==> config.mk <==
export PLATFORM = sky130hd
export DESIGN_NAME = ckg_ctrl
export DESIGN_NICKNAME = d
export VERILOG_FILES = /design/src/rtl/ckg_pkg.sv /design/src/rtl/ckg_rst_sync.sv /design/src/rtl/ckg_regs.sv /design/src/rtl/ckg_dom_gate.sv /design/src/rtl/ckg_src_gate.sv /design/src/rtl/ckg_ctrl.sv
export SDC_FILE = /design/constraint.sdc
export NUM_CORES = 1
export LEC_CHECK = 0
export ABC_AREA = 1
export BUFFER_PORTS_ARGS = -buffer_cell sky130_fd_sc_hd__buf_4
export CAP_MARGIN = 30
export CORE_MARGIN = 10
export CORE_UTILIZATION = 53
export CTS_BUF_LIST = sky130_fd_sc_hd__clkbuf_8
export DETAILED_ROUTE_END_ITERATION = 10
export PLACE_DENSITY = 0.9
export SLEW_MARGIN = 40
export SYNTH_ARGS = -nofsm -noshare
export SYNTH_HDL_FRONTEND = slang
export SYNTH_SLANG_ARGS = --single-unit
==> constraint.sdc <==
create_clock -name clk -period 2.2 [get_ports clk]
set_input_delay 0.11 -clock clk [delete_from_list [all_inputs] [get_ports clk]]
set_output_delay 0.11 -clock clk [all_outputs]
set_load 0.005 [all_outputs]
==> src/rtl/ckg_pkg.sv <==
package ckg_pkg;
  localparam int ADDR_W = 4;
  localparam logic [ADDR_W-1:0] A_DOM_OFF  = 4'h0;
  localparam logic [ADDR_W-1:0] A_DOM_SET  = 4'h1;
  localparam logic [ADDR_W-1:0] A_DOM_CLR  = 4'h2;
  localparam logic [ADDR_W-1:0] A_SRC_OFF  = 4'h4;
  localparam logic [ADDR_W-1:0] A_SRC_SET  = 4'h5;
  localparam logic [ADDR_W-1:0] A_SRC_CLR  = 4'h6;
  localparam logic [ADDR_W-1:0] A_SRC_VLD  = 4'h8;
  localparam logic [ADDR_W-1:0] A_DOM_RUN  = 4'h9;
  localparam logic [ADDR_W-1:0] A_SRC_RUN  = 4'hA;
endpackage

==> src/rtl/ckg_rst_sync.sv <==
module ckg_rst_sync (
  input  logic clk,
  input  logic rst_n_in,
  output logic rst_n_out
);
  logic [1:0] sync_q;

  always_ff @(posedge clk or negedge rst_n_in) begin
    if (!rst_n_in) sync_q <= 2'b00;
    else           sync_q <= {sync_q[0], 1'b1};
  end

  assign rst_n_out = sync_q[1];
endmodule

==> src/rtl/ckg_regs.sv <==
module ckg_regs
  import ckg_pkg::*;
#(
  parameter int NUM_DOM = 12,
  parameter int NUM_SRC = 8,
  parameter int DW      = 12,
  parameter logic [NUM_DOM-1:0] DOM_IMPL = 12'hD7F,
  parameter logic [NUM_SRC-1:0] SRC_IMPL = 8'hFB,
  parameter logic [NUM_SRC-1:0] SRC_BOOT = 8'h31
) (
  input  logic               clk,
  input  logic               rst_n,
  input  logic               we,
  input  logic [ADDR_W-1:0]  addr,
  input  logic [DW-1:0]      wdata,
  input  logic               wake,
  input  logic [NUM_DOM-1:0] dom_en,
  input  logic [NUM_SRC-1:0] src_en,
  input  logic [NUM_SRC-1:0] src_valid,
  output logic [NUM_DOM-1:0] dom_off,
  output logic [NUM_SRC-1:0] src_off,
  output logic [DW-1:0]      rdata
);
  localparam logic [NUM_SRC-1:0] SRC_OFF_RST = SRC_IMPL & ~SRC_BOOT;

  logic [NUM_DOM-1:0] dom_off_q, dom_off_d;
  logic [NUM_SRC-1:0] src_off_q, src_off_d;
  logic [NUM_DOM-1:0] wd_dom;
  logic [NUM_SRC-1:0] wd_src;
  logic               upd_en;

  assign wd_dom = wdata[NUM_DOM-1:0];
  assign wd_src = wdata[NUM_SRC-1:0];
  assign upd_en = we | wake;

  always_comb begin
    dom_off_d = dom_off_q;
    src_off_d = src_off_q;
    if (we) begin
      case (addr)
        A_DOM_OFF: dom_off_d = wd_dom;
        A_DOM_SET: dom_off_d = dom_off_q | wd_dom;
        A_DOM_CLR: dom_off_d = dom_off_q & ~wd_dom;
        A_SRC_OFF: src_off_d = wd_src;
        A_SRC_SET: src_off_d = src_off_q | wd_src;
        A_SRC_CLR: src_off_d = src_off_q & ~wd_src;
        default: ;
      endcase
    end
    dom_off_d = dom_off_d & DOM_IMPL;
    src_off_d = src_off_d & SRC_IMPL;
    if (wake) dom_off_d = '0;
  end

  always_ff @(posedge clk or negedge rst_n) begin
    if (!rst_n) begin
      dom_off_q <= '0;
      src_off_q <= SRC_OFF_RST;
    end else if (upd_en) begin
      dom_off_q <= dom_off_d;
      src_off_q <= src_off_d;
    end
  end

  always_comb begin
    rdata = '0;
    case (addr)
      A_DOM_OFF, A_DOM_SET, A_DOM_CLR: rdata = DW'(dom_off_q);
      A_SRC_OFF, A_SRC_SET, A_SRC_CLR: rdata = DW'(src_off_q);
      A_SRC_VLD: rdata = DW'(src_valid);
      A_DOM_RUN: rdata = DW'(dom_en);
      A_SRC_RUN: rdata = DW'(src_en);
      default:   rdata = '0;
    endcase
  end

  assign dom_off = dom_off_q;
  assign src_off = src_off_q;

  AST_DOM_SET_TAKES: assert property (@(posedge clk) disable iff (!rst_n)
    (we && addr == A_DOM_SET && !wake) |=>
      ((dom_off_q & $past(wd_dom) & DOM_IMPL) == ($past(wd_dom) & DOM_IMPL)));
  AST_DOM_CLR_TAKES: assert property (@(posedge clk) disable iff (!rst_n)
    (we && addr == A_DOM_CLR) |=> ((dom_off_q & $past(wd_dom)) == '0));
  AST_WAKE_CLEARS: assert property (@(posedge clk) disable iff (!rst_n)
    wake |=> (dom_off_q == '0));
  AST_UNIMPL_ZERO: assert property (@(posedge clk) disable iff (!rst_n)
    ((dom_off_q & ~DOM_IMPL) == '0) && ((src_off_q & ~SRC_IMPL) == '0));
endmodule

==> src/rtl/ckg_dom_gate.sv <==
module ckg_dom_gate #(
  parameter int NUM_DOM = 12,
  parameter logic [NUM_DOM-1:0] DOM_IMPL = 12'hD7F
) (
  input  logic               clk,
  input  logic               rst_n,
  input  logic [NUM_DOM-1:0] dom_off,
  input  logic [NUM_DOM-1:0] dom_idle,
  input  logic               cpu_wfi,
  input  logic               wake,
  output logic [NUM_DOM-1:0] dom_en
);
  logic [NUM_DOM-1:0] idle_ok;
  logic [NUM_DOM-1:0] en_q, en_d;

  for (genvar d = 0; d < NUM_DOM; d++) begin : g_dom
    if (d == 0) begin : g_cpu
      assign idle_ok[d] = dom_idle[d] & cpu_wfi;
    end else begin : g_other
      assign idle_ok[d] = dom_idle[d];
    end

    assign en_d[d] = DOM_IMPL[d] & (wake | ~dom_off[d] | (en_q[d] & ~idle_ok[d]));

    AST_FALL_NEEDS_IDLE: assert property (@(posedge clk) disable iff (!rst_n)
      $fell(en_q[d]) |-> $past(idle_ok[d] && dom_off[d]));
    AST_BUSY_HOLDS: assert property (@(posedge clk) disable iff (!rst_n)
      (en_q[d] && !idle_ok[d]) |=> en_q[d]);
  end

  always_ff @(posedge clk or negedge rst_n) begin
    if (!rst_n) en_q <= DOM_IMPL;
    else        en_q <= en_d;
  end

  assign dom_en = en_q;

  AST_CPU_NEEDS_WFI: assert property (@(posedge clk) disable iff (!rst_n)
    $fell(en_q[0]) |-> $past(cpu_wfi));
  AST_WAKE_ALL_ON: assert property (@(posedge clk) disable iff (!rst_n)
    wake |=> (en_q == DOM_IMPL));
endmodule

==> src/rtl/ckg_src_gate.sv <==
module ckg_src_gate #(
  parameter int NUM_DOM = 12,
  parameter int NUM_SRC = 8,
  parameter int SEL_W   = 3,
  parameter logic [NUM_SRC-1:0] SRC_IMPL = 8'hFB,
  parameter logic [NUM_SRC-1:0] SRC_BOOT = 8'h31
) (
  input  logic                     clk,
  input  logic                     rst_n,
  input  logic [NUM_DOM-1:0]       dom_en,
  input  logic [NUM_DOM*SEL_W-1:0] dom_src_sel,
  input  logic [NUM_SRC-1:0]       src_off,
  output logic [NUM_SRC-1:0]       src_en,
  output logic [NUM_SRC-1:0]       src_valid
);
  logic [NUM_SRC-1:0] in_use;
  logic [NUM_SRC-1:0] en_q, en_d;
  logic [NUM_SRC-1:0] vld_q;

  always_comb begin
    in_use = '0;
    for (int d = 0; d < NUM_DOM; d++) begin
      for (int s = 0; s < NUM_SRC; s++) begin
        if (dom_en[d] && (dom_src_sel[d*SEL_W +: SEL_W] == SEL_W'(s)))
          in_use[s] = 1'b1;
      end
    end
  end

  assign en_d = SRC_IMPL & (~src_off | (en_q & in_use));

  always_ff @(posedge clk or negedge rst_n) begin
    if (!rst_n) begin
      en_q  <= SRC_BOOT & SRC_IMPL;
      vld_q <= SRC_BOOT & SRC_IMPL;
    end else begin
      en_q  <= en_d;
      vld_q <= en_q;
    end
  end

  assign src_en    = en_q;
  assign src_valid = vld_q & en_q;

  for (genvar s = 0; s < NUM_SRC; s++) begin : g_chk
    AST_SRC_HELD_BY_USER: assert property (@(posedge clk) disable iff (!rst_n)
      (en_q[s] && in_use[s]) |=> en_q[s]);
    AST_VALID_LAGS_RISE: assert property (@(posedge clk) disable iff (!rst_n)
      $rose(en_q[s]) |-> !src_valid[s]);
    AST_VALID_DROPS_NOW: assert property (@(posedge clk) disable iff (!rst_n)
      !en_q[s] |-> !src_valid[s]);
  end
endmodule

==> src/rtl/ckg_ctrl.sv <==
module ckg_ctrl
  import ckg_pkg::*;
#(
  parameter int NUM_DOM = 12,
  parameter int NUM_SRC = 8,
  parameter logic [NUM_DOM-1:0] DOM_IMPL = 12'hD7F,
  parameter logic [NUM_SRC-1:0] SRC_IMPL = 8'hFB,
  parameter logic [NUM_SRC-1:0] SRC_BOOT = 8'h31,
  localparam int SEL_W = $clog2(NUM_SRC),
  localparam int DW    = (NUM_DOM > NUM_SRC) ? NUM_DOM : NUM_SRC
) (
  input  logic                     clk,
  input  logic                     rst_n,
  input  logic                     bus_we,
  input  logic [ADDR_W-1:0]        bus_addr,
  input  logic [DW-1:0]            bus_wdata,
  output logic [DW-1:0]            bus_rdata,
  input  logic [NUM_DOM-1:0]       dom_idle,
  input  logic [NUM_DOM*SEL_W-1:0] dom_src_sel,
  input  logic                     cpu_wfi,
  input  logic                     wake,
  output logic [NUM_DOM-1:0]       dom_en,
  output logic [NUM_SRC-1:0]       src_en
);
  logic               rst_n_s;
  logic [NUM_DOM-1:0] dom_off;
  logic [NUM_SRC-1:0] src_off;
  logic [NUM_SRC-1:0] src_valid;

  ckg_rst_sync u_rst (
    .clk       (clk),
    .rst_n_in  (rst_n),
    .rst_n_out (rst_n_s)
  );

  ckg_regs #(
    .NUM_DOM(NUM_DOM), .NUM_SRC(NUM_SRC), .DW(DW),
    .DOM_IMPL(DOM_IMPL), .SRC_IMPL(SRC_IMPL), .SRC_BOOT(SRC_BOOT)
  ) u_regs (
    .clk(clk), .rst_n(rst_n_s), .we(bus_we), .addr(bus_addr),
    .wdata(bus_wdata), .wake(wake), .dom_en(dom_en), .src_en(src_en),
    .src_valid(src_valid), .dom_off(dom_off), .src_off(src_off),
    .rdata(bus_rdata)
  );

  ckg_dom_gate #(.NUM_DOM(NUM_DOM), .DOM_IMPL(DOM_IMPL)) u_dom (
    .clk(clk), .rst_n(rst_n_s), .dom_off(dom_off), .dom_idle(dom_idle),
    .cpu_wfi(cpu_wfi), .wake(wake), .dom_en(dom_en)
  );

  ckg_src_gate #(
    .NUM_DOM(NUM_DOM), .NUM_SRC(NUM_SRC), .SEL_W(SEL_W),
    .SRC_IMPL(SRC_IMPL), .SRC_BOOT(SRC_BOOT)
  ) u_src (
    .clk(clk), .rst_n(rst_n_s), .dom_en(dom_en), .dom_src_sel(dom_src_sel),
    .src_off(src_off), .src_en(src_en), .src_valid(src_valid)
  );

  AST_SRC_LAGS_DOMAIN: assert property (@(posedge clk) disable iff (!rst_n_s)
    $fell(src_en[1]) |-> $past(src_off[1]));
endmodule

* Word-level counts from Yosys, hierarchy flattened
Index checks and enable logic that the tools add are counted.
Word-level totals: register bits after elaboration 45, input bits 69, output and inout bits 32
Cells by class: equal/unequal tests 78, multiplexer cells 85, bitwise operators 62, reductions and logical operators 98
Operators with widths (number):
- $eq 3x3->1 const B | 40
- $logic_and 1x1->1 | 80
- $mux 1 | 80
- $eq 3x2->1 const B | 20
- $pmux 12 s5 | 1
- $pmux 12 s3 | 1
- $eq 3x1->1 const B | 10
- $logic_not 3->1 | 10
- $and 8x8->8 | 3
- $mux 12 | 2
- $pmux 8 s3 | 1
- $or 1x1->1 | 21
- $not 1->1 | 20
- $not 8->8 | 2
- $or 8x8->8 | 2
- $and 12x12->12 | 1
- $eq 4x3->1 const B | 3
- $eq 4x4->1 const B | 3
- $not 12->12 | 1
- $or 12x12->12 | 1
- $and 1x1->1 | 11
- $reduce_and 3->1 | 2
- $reduce_or 3->1 | 2
- $eq 4x1->1 const B | 1
- 5 further kinds | 5

* Logic depth before layout (Yosys ltp)
word-level depth 14, mapped depth 8

* By module
From an unflattened synthesis, not the netlist that was laid out.
Second synthesis, totals: cell total of the unflattened synthesis 637, area total of the unflattened synthesis 3517.1 µm²
Modules (own cells, without submodules):
- ckg_src_gate | instances 1, cells an instance 310, area each 1530.2 µm², sequential area each 357.8 µm²
- ckg_regs | instances 1, cells an instance 260, area each 1450.1 µm², sequential area each 430.4 µm²
- ckg_dom_gate | instances 1, cells an instance 64, area each 483.0 µm², sequential area each 262.8 µm²
- ckg_rst_sync | instances 1, cells an instance 3, area each 53.8 µm², sequential area each 50.0 µm²

* Worst setup path after synthesis
No wires, ideal clock.
kind register to register, start point register u_dom.en_q[2], in the netlist u_dom.dom_en[2], end point register u_src.en_q[3], in the netlist u_src.src_en[3], setup time 0.065 ns, arrival time 1.030 ns, required time 2.135 ns, slack 1.105 ns, cell stages (with the launch flop) 9, path buffers 0, path through dfstp_2 inv_1 nor2_1 nand3_1 nand2_1 nor2_1 nand3_1 nand2_1 nand2_1
Between the ends: longest elaborated chain between the ends 11
RTL lines:
- start, declared | line ckg_dom_gate.sv:14 | logic [NUM_DOM-1:0] en_q, en_d;
- start signal, assigned | line ckg_dom_gate.sv:33 | else en_q <= en_d;
- $logic_and 1x1->1 | line ckg_src_gate.sv:24 | if (dom_en[d] && (dom_src_sel[d*SEL_W +: SEL_W] == SEL_W'(s)))
- $mux 1 (8 in a row) | line ckg_src_gate.sv:24
- $and 8x8->8 | line ckg_src_gate.sv:30 | assign en_d = SRC_IMPL & (~src_off | (en_q & in_use));
- $or 8x8->8 | line ckg_src_gate.sv:30
- net u_src.en_d[3] | line ckg_src_gate.sv:17 | logic [NUM_SRC-1:0] en_q, en_d;
- end signal, assigned | line ckg_src_gate.sv:34 | en_q <= SRC_BOOT & SRC_IMPL;
- end signal, assigned | line ckg_src_gate.sv:37 | en_q <= en_d;
- end, declared | line ckg_src_gate.sv:17
The timed path passes the listed nets, and every way through them passes these cells. A chain may end at the register's enable or synchronous reset.

* Worst setup path after layout
start point register u_dom.en_q[1], in the netlist u_dom.dom_en[1], end point output port bus_rdata[1]
Between the ends: longest elaborated chain between the ends 1
RTL lines:
- $pmux 12 s5 | line ckg_regs.sv:67 | case (addr)
- end, declared | line ckg_ctrl.sv:17 | output logic [DW-1:0] bus_rdata,
No other way between the ends.

==> run metrics <==
Root Driver=clkbuf_8; commonest non-fill, non-tap cell in the layout=nand2_1; Iter 0 DRT Violations=between 200 and 300; Switching Share=0.2998; Rows=26; post-synthesis cell area=roughly 2900 sq um; Core Footprint=around 5200 sq um; skew final=approximately 7 ps; WS Path Type=flip-flop to output pin; Worst Setup End Kind=output pin; Max Cap Viol=0; Max Clock Freq=slightly below 700 MHz; WL met2=4416 um; DPL Wire Length=roughly 7000 um; sequential power share=0.500; wire length per cell=~15 um; vias in the first global route=slightly above 3000; first-pass GRT wire length=between 10000 and 15000 um; crit path launch type=flip-flop; status=finished, violations left; sequential area share after synthesis=0.3863; PortBufs=87; commonest cells after routing, fill and taps aside=174 x nand2_1, 88 x buf_4, 57 x inv_1; ANT nets after route=0; WHS=-1.720 ps; layout cells sized above 1=0.2463; Final Wtd Congestion=between 0.8 and 0.9; Antenna Diode Count=0; hold path start=dom_idle[1]; TritonCTS Buffers=5; total negative setup slack=0 ps; antenna violations before repair=0; nets@finish=a little over 600; Synth Register Bits=43; P_int=1.262 mW; ratio of final minimum period to clock period=0.6754; P&R area growth vs syn=30.20%; DR pass1 iterations=5; total gr overflow=0; DRT met1 WL=around 3400 um; Syn. warnings=0; io pins=roughly 100; Yosys cell types=25; routed wire length=8860 um; # Post-CTS Setup Buffers=0; Die Ht=between 90 and 100 um; DRC=0; violated checks=negative hold slack; Slew @ Worst Pin=between 500 and 600 ps; Cell Count, Final, Fillers Out=606; # setup viols final=0; Net Switching=between 0.5 and 0.6 mW; DR vias/cell=roughly 5.2; Crit path arrival time=~1400 ps; GR Util All Layers=0.1993; vias=around 3200; Slew Viols, Final=0; Synth Instances=approximately 440; Die ar.=8711 sq um; CTS tree=done; initial core utilization=0.5510; Clock Power Share=0.263; Chip Width=roughly 93 um; clock tree buffer depth=2; Worst Hold Class=input port to flip-flop; largest net degree at the start of global routing=between 40 and 50; DP Cell Count=about 590; worst-path fanout max=4; Final Power=about 1.8 mW; CP startpoint=u_dom.dom_en[1]$_DFF_PN1_; Clock Latency Late Sink=about 300 ps; syn avg cell area=6.522 sq um; RSZ-0062 raised after global routing=false; minimum clock period=roughly 1500 ps; Clock Sinks=between 40 and 50; Worst R2R Start=u_dom.dom_en[8]$_DFF_PN1_; wire length on met3=between 700 and 800 um; Worst slew margin=0.6609; clock transition at the registers of the reported paths=80 ps; uppermost layer routed=met4; Leak=roughly 2.1 nW; Critical Path RT=~2100 ps; Final Hold Fails=1; H-tree depth reported by CTS=2; combinational fraction of design power=0.237; pwr dens=485.6 nW/um^2; VDD IR max=474.1 uV
==> layout make-up <==
cell class,instances,area [sq um]
Clock buffer,5,68.82
Clock inverter,3,12.51
Fill cell,423,1461
Inverter,60,227.7
Multi-Input combinational cell,330,1483
Sequential cell,43,1101
Tap cell,70,87.58
Timing Repair Buffer,95,730.7
==> stage by stage <==
step | area [sq um] | worst slack [ps] | utilization
3_3_place_gp | 3560 | 959.1 | 0.6882
4_1_cts | 3711 | 736.0 | 0.7175
5_1_grt | 3711 | 653.8 | 0.7175
6_report | 3711 | 714.2 | 0.7175
3_5_place_dp | 3560 | 933.5 | 0.6882
2_1_floorplan | 2861 | 949.7 | -
==> sequential cells by signal, summed over array words and instances (netlist names) <==
name and flops:
u_dom.dom_en 10, u_regs.dom_off 10, u_regs.src_off 7, u_src.src_en 7, u_src.vld_q 7, u_rst.sync_q 2
==> synthesized netlist by cell type <==
library cell,number,area share
o2111ai_1,6,0.018
nand2_4,1,0.0040
nand2_1,174,0.23
clkbuf_1,1,0.0013
buf_2,1,0.0018
nor2_1,52,0.068
inv_2,4,0.0053
nor2_2,1,0.0022
nand2_2,5,0.011
nand3_1,27,0.047
dfstp_2,20,0.18
inv_4,1,0.0022
nand4_1,5,0.011
o211ai_1,16,0.042
buf_6,1,0.0040
nor3_1,2,0.0035
inv_1,55,0.072
buf_4,4,0.011
o21ai_1,13,0.023
nor2_4,4,0.016
dfrtp_1,23,0.20
nand3b_1,1,0.0026
nand3_2,2,0.0070
o21ai_0,16,0.028
conb_1,2,0.0026
==> worst paths after layout <==
kind | slack, ps | cells past startpoint | endpoint
max reg2reg | 890 | 8 | u_src.src_en[3]$_DFF_PN0_
min reg2reg | 290 | 1 | u_regs.src_off[5]$_DFFE_PN0P_
max | 710 | 3 | bus_rdata[1]
max in group asynchronous | 1520 | 1 | u_dom.dom_en[4]$_DFF_PN1_
min in group asynchronous | 120 | 2 | u_rst.sync_q[1]$_DFF_PN0_
min | -2 | 2 | u_dom.dom_en[1]$_DFF_PN1_
==> power groups by stage <==
stage | Combinational, mW | Sequential (mW) | Clock [mW]
detailed placement | 0.414 | 0.909 | 0
global placement | 0.404 | 0.908 | 0
floorplan | 0.205 | 0.909 | 0
global route | 0.477 | 0.906 | 0.501
finish | 0.428 | 0.900 | 0.474
CTS | 0.427 | 0.897 | 0.477
==> metal layers <==
layer	global-route usage	up-vias
met3	0.03837	30
met2	0.3527	154
met1	0.2282	1411
met4	0.08355	0
met5	0	-
li1	-	1562
==> repair_timing <==
action | in CTS | in global routing
hold endpoints to repair | 8 | 0
resized for setup | 0 | 0
hold buffers | 7 | 0
==> critical path: stages, from the launching register on <==
cell and delay [ps]:
dfstp_2 570, inv_1 80, o2111ai_1 260, buf_4 160
==> kinds of logic (layout without fill, tap and decap cells) <==
logic type,count (synthesis),in the layout,synth area share
AO/OA/AOI/OAI,51,51,0.1115
buffers and inverters,67,163,0.09745
flip-flops,43,43,0.3863
other,2,5,0.002635
AND/OR/NAND/NOR,274,274,0.4021
(Power assumes the default switching activity.)
